--- src/rtl/door_seq_pkg.sv ---
package door_seq_pkg;

    typedef enum logic [2:0] {
        ST_REST = 3'b000,
        ST_OK1  = 3'b001,
        ST_OK2  = 3'b010,
        ST_OPEN = 3'b011,
        ST_ERR1 = 3'b100,
        ST_ERR2 = 3'b101
    } lock_state_e;

    typedef enum logic [1:0] {
        KEY_NONE = 2'd0,
        KEY_A    = 2'd1,
        KEY_B    = 2'd2,
        KEY_BAD  = 2'd3
    } key_kind_e;

endpackage

--- src/rtl/door_key_classify.sv ---
module door_key_classify
    import door_seq_pkg::*;
(
    input  logic      key_valid,
    input  logic      key_a,
    input  logic      key_b,
    output key_kind_e kind
);

    always_comb begin
        if (!key_valid) begin
            kind = KEY_NONE;
        end else if (key_a && !key_b) begin
            kind = KEY_A;
        end else if (key_b && !key_a) begin
            kind = KEY_B;
        end else begin
            kind = KEY_BAD;
        end
    end

endmodule

--- src/rtl/door_next_state.sv ---
module door_next_state
    import door_seq_pkg::*;
(
    input  lock_state_e cur,
    input  key_kind_e   kind,
    output lock_state_e nxt
);

    logic pressed;
    assign pressed = (kind != KEY_NONE);

    always_comb begin
        nxt = ST_REST;
        unique case (cur)
            ST_REST: begin
                if (!pressed)            nxt = ST_REST;
                else if (kind == KEY_B)  nxt = ST_OK1;
                else                     nxt = ST_ERR1;
            end
            ST_OK1: begin
                if (!pressed)            nxt = ST_OK1;
                else if (kind == KEY_A)  nxt = ST_OK2;
                else                     nxt = ST_ERR2;
            end
            ST_OK2: begin
                if (!pressed)            nxt = ST_OK2;
                else if (kind == KEY_B)  nxt = ST_OPEN;
                else                     nxt = ST_REST;
            end
            ST_OPEN: nxt = ST_REST;
            ST_ERR1: nxt = pressed ? ST_ERR2 : ST_ERR1;
            ST_ERR2: nxt = pressed ? ST_REST : ST_ERR2;
            default: nxt = ST_REST;
        endcase
    end

endmodule

--- src/rtl/door_outputs.sv ---
module door_outputs
    import door_seq_pkg::*;
#(
    parameter int CNT_W = 4
) (
    input  lock_state_e      cur,
    output logic             unlock,
    output logic [CNT_W-1:0] press_count
);

    localparam logic [CNT_W-1:0] CNT_ZERO  = CNT_W'(0);
    localparam logic [CNT_W-1:0] CNT_ONE   = CNT_W'(1);
    localparam logic [CNT_W-1:0] CNT_TWO   = CNT_W'(2);
    localparam logic [CNT_W-1:0] CNT_THREE = CNT_W'(3);

    always_comb begin
        unlock      = 1'b0;
        press_count = CNT_ZERO;
        unique case (cur)
            ST_REST: press_count = CNT_ZERO;
            ST_OK1:  press_count = CNT_ONE;
            ST_OK2:  press_count = CNT_TWO;
            ST_OPEN: begin
                press_count = CNT_THREE;
                unlock      = 1'b1;
            end
            ST_ERR1: press_count = CNT_ONE;
            ST_ERR2: press_count = CNT_TWO;
            default: begin
                press_count = CNT_ZERO;
                unlock      = 1'b0;
            end
        endcase
    end

endmodule

--- src/rtl/door_seq_lock.sv ---
module door_seq_lock
    import door_seq_pkg::*;
#(
    parameter int CNT_W = 4
) (
    input  logic             clk,
    input  logic             rst,
    input  logic             key_valid,
    input  logic             key_a,
    input  logic             key_b,
    output logic             unlock,
    output logic [CNT_W-1:0] press_count
);

    key_kind_e   kind;
    lock_state_e state_q;
    lock_state_e state_d;

    door_key_classify u_classify (
        .key_valid (key_valid),
        .key_a     (key_a),
        .key_b     (key_b),
        .kind      (kind)
    );

    door_next_state u_next (
        .cur  (state_q),
        .kind (kind),
        .nxt  (state_d)
    );

    always_ff @(posedge clk) begin
        if (rst) begin
            state_q <= ST_REST;
        end else begin
            state_q <= state_d;
        end
    end

    door_outputs #(
        .CNT_W (CNT_W)
    ) u_out (
        .cur         (state_q),
        .unlock      (unlock),
        .press_count (press_count)
    );

endmodule

--- config.mk ---
export PLATFORM = sky130hd
export DESIGN_NAME = door_seq_lock
export DESIGN_NICKNAME = d
export VERILOG_FILES = /design/src/rtl/door_seq_pkg.sv /design/src/rtl/door_key_classify.sv /design/src/rtl/door_next_state.sv /design/src/rtl/door_outputs.sv /design/src/rtl/door_seq_lock.sv
export SDC_FILE = /design/constraint.sdc
export NUM_CORES = 1
export LEC_CHECK = 0
export CORE_AREA = 2 2 39 41
export CTS_CLUSTER_DIAMETER = 30
export DETAILED_ROUTE_END_ITERATION = 8
export DIE_AREA = 0 0 41 43
export GPL_ROUTABILITY_DRIVEN = 0
export GPL_TIMING_DRIVEN = 0
export PLACE_DENSITY = 0.45
export SETUP_SLACK_MARGIN = 0.3
export SYNTH_ARGS = -nofsm -noshare
export SYNTH_HDL_FRONTEND = slang
export SYNTH_SLANG_ARGS = --single-unit
--- constraint.sdc ---
create_clock -name clk -period 1.7 [get_ports clk]
set_clock_uncertainty 0.15 [all_clocks]
set_input_delay 0.255 -clock clk [delete_from_list [all_inputs] [get_ports clk]]
set_output_delay 0.255 -clock clk [all_outputs]
set_load 0.03 [all_outputs]
==> results.txt <==
Mean Syn Cell Area -> 8.40 um2
Initial antenna violation count -> 0
Worst path slowest cell -> dfxtp_2
Cell area after layout -> 505 um2
Area of the mapped netlist -> 260 um2
Yosys top cell by area -> dfxtp_1
Cell family with most CP delay -> flip-flops
Cell Chain, Critical Path -> buf_8 -> mux2_4 -> buf_6
DRC violations left -> 0
DR iter-0 viols -> 8
Compound-Gate Fraction of Synth Area -> 26.4%
Final Hold Viols -> 0
Synth cell count leaders -> dfxtp_1 (3), nor3b_1 (3)
Top reg by flops -> state_q
Die area -> 0.00176 mm2
Share of flip-flops with an asynchronous set or reset -> 0%
Core area -> 0.00138 mm2
Gr ovfl total -> 0
Synth area leaders -> dfxtp_1 (23%), mux2_2 (8.7%), nor3b_1 (8.7%)
CP Max Fanout -> 5
Final WL -> 620 um
Leakage power -> 0.214 nW
WP data arrival -> 1.11 ns
Fin crit share -> 89.2%
Fillers -> 146
Biggest regs -> state_q x3
Hold Crit Class -> reg -> reg
Tot Pwr -> 0.333 mW
RSZ-0062 raised after global routing -> true
I/O Pins -> 10
Routed vias/inst -> 4.06
Count of pins over their slew limit -> 0
Clock buffer count from CTS -> 3
PD cells -> 659 mW/mm2
Crit. End Element -> primary output
Vias in the first global route -> 240
Layout cells sized above 1 -> 63.3%
Worst hold margin -> 0.344 ns
Post-synthesis register bit count -> 3
Share of the synthesized area in the top cell type -> 23.1%
Setup CP Type -> reg -> out
Post-CTS Hold Fix Bufs -> 0
CTS max path bufs -> 2
Largest net degree at the start of global routing -> 10
EDFF count, synth -> 0
Worst Path Required -> 1.29 ns
Post-synthesis sequential area ratio -> 23.1%
Core Rows -> 14
Max Cap Violations -> 0
Post-DP HPWL -> 423 um
Die outline width -> 41 um
Die Y -> 43 um
Fmax -> 0.660 GHz
Setup-failing EPs final -> 0
# diodes -> 0
Routed len/inst -> 9.54 um
First-pass GRT wire length -> 972 um
Starting density of the core -> 18.8%
CTS sink cnt -> 3
Cells after synthesis -> 31
Insertion delay to the later sink of the worst-skew pair -> 0.23 ns
Post-route ant nets -> 0
Largest family of logic cells by synthesized area -> simple AND/OR/NAND/NOR gates
CTS tree -> yes
GRT Total Usage -> 8.22%
Crit path time final -> 1.52 ns
Dpl cell area -> 360 um2
Post-synth top flop -> dfxtp_1
Xor/xnor share of the synthesized area -> 0%
Port Buf Inserts -> 7
Worst-path clk slew -> 0.04 ns
Post-synth cell types -> 22
Vias -> 264
Synthesis Warnings -> 0
Peak VDD IR -> 163 uV
Layout Nets -> 55
Setup TNS -> 0 ns
CTS H-tree lvls -> 1
Detailed-router iteration count before antenna repair -> 2
CP max stage delay -> 0.34 ns
Fraction of the mapped netlist area in adder cells -> 0%
Simple-Gate Fraction of Synth Area -> 30.3%
Area Growth Syn to Fin -> 94.2%
CP Launch Type -> flop
Final core occ -> 36.5%
Max FFs per register -> 3
WP buf/inv -> 2
Root Buffer Master -> clkbuf_4
Post-synthesis mux area share -> 8.65%
Status -> complete, no violations
-- timing repair --
item | CTS | global route
resized for setup | 30 | 13
setup endpoints to repair | 4 | 5
buffers inserted | 4 | 2
pin swaps | 0 | 4
-- metrics by stage --
stage | worst slack (ns) | std cells
floorplan | 0.337 | 32
global placement | -0.207 | 55
detailed placement | -0.196 | 55
CTS | 0.152 | 63
global route | 0.156 | 65
finish | 0.184 | 65
-- layout by cell type (no fill, tap or decap), drive strengths merged --
| master | synthesis | final |
|---|---|---|
| a2111oi | 1 | 1 |
| a211oi | 1 | 1 |
| a21oi | 1 | 1 |
| and2b | 1 | 1 |
| buf | 2 | 12 |
| clkbuf | 1 | 4 |
| clkdlybuf4s50 | 0 | 1 |
| conb | 1 | 2 |
| dfxtp | 3 | 3 |
| dlygate4sd2 | 0 | 3 |
| inv | 2 | 2 |
| mux2 | 2 | 2 |
| nand2 | 1 | 1 |
| nand3 | 1 | 1 |
| nor2 | 1 | 1 |
| nor2b | 3 | 3 |
| nor3b | 3 | 3 |
| o211ai | 2 | 2 |
| o21a | 1 | 1 |
| o21ai | 2 | 2 |
| o41ai | 1 | 1 |
| or3b | 1 | 1 |
-- final cells by class --
cell class	instances	area (um2)	share of cell area, %
flip-flops and latches	3	68.8	13.6
multi-input cells	24	238	47.0
plain buffers	3	30.0	5.94
clock buffers	4	26.3	5.20
inverters	2	7.51	1.49
well taps	16	20.0	3.96
repair buffers	13	115	22.8
-- power breakdown --
| part | switching [mW] | total [mW] | internal [mW] |
|---|---|---|---|
| Combinational | 0.0587 | 0.129 | 0.0707 |
| Clock | 0.0355 | 0.123 | 0.0879 |
| Sequential | 0.00527 | 0.0803 | 0.0750 |
| Total | 0.0994 | 0.333 | 0.234 |
-- worst paths after layout --
path / cells after the start / end / slack [ns] / start
hold / removal: 1 / state_q[0] / 0.34 / state_q[1]
hold reg to reg: 1 / state_q[0] / 0.34 / state_q[1]
setup / recovery: 3 / press_count[1] / 0.18 / state_q[2]
setup reg to reg: 4 / state_q[2] / 0.32 / state_q[0]
-- per-layer routing --
layer / track usage, % / vias to the layer above / part of all wire (%)
met2: 11.6 / 4 / 54
met1: 10.6 / 117 / 44
li1: - / 143 / -
met5: 0 / - / 0
met4: 8.00 / 0 / 0
met3: 0 / 0 / 2.3
-- kinds of logic after synthesis --
logic type | Yosys count
compound gates | 9
buf+inv | 5
flops | 3
mux | 2
other cells | 1
simple gates | 11
-- worst reg2reg max path, delay by kind of cell (launching register included) --
kind            cells  cell delay [ns]
compound gates      2             0.25
buf+inv             1             0.15
flops               1             0.34
simple gates        1             0.36
Note: power is estimated with default switching activity, not from simulation.
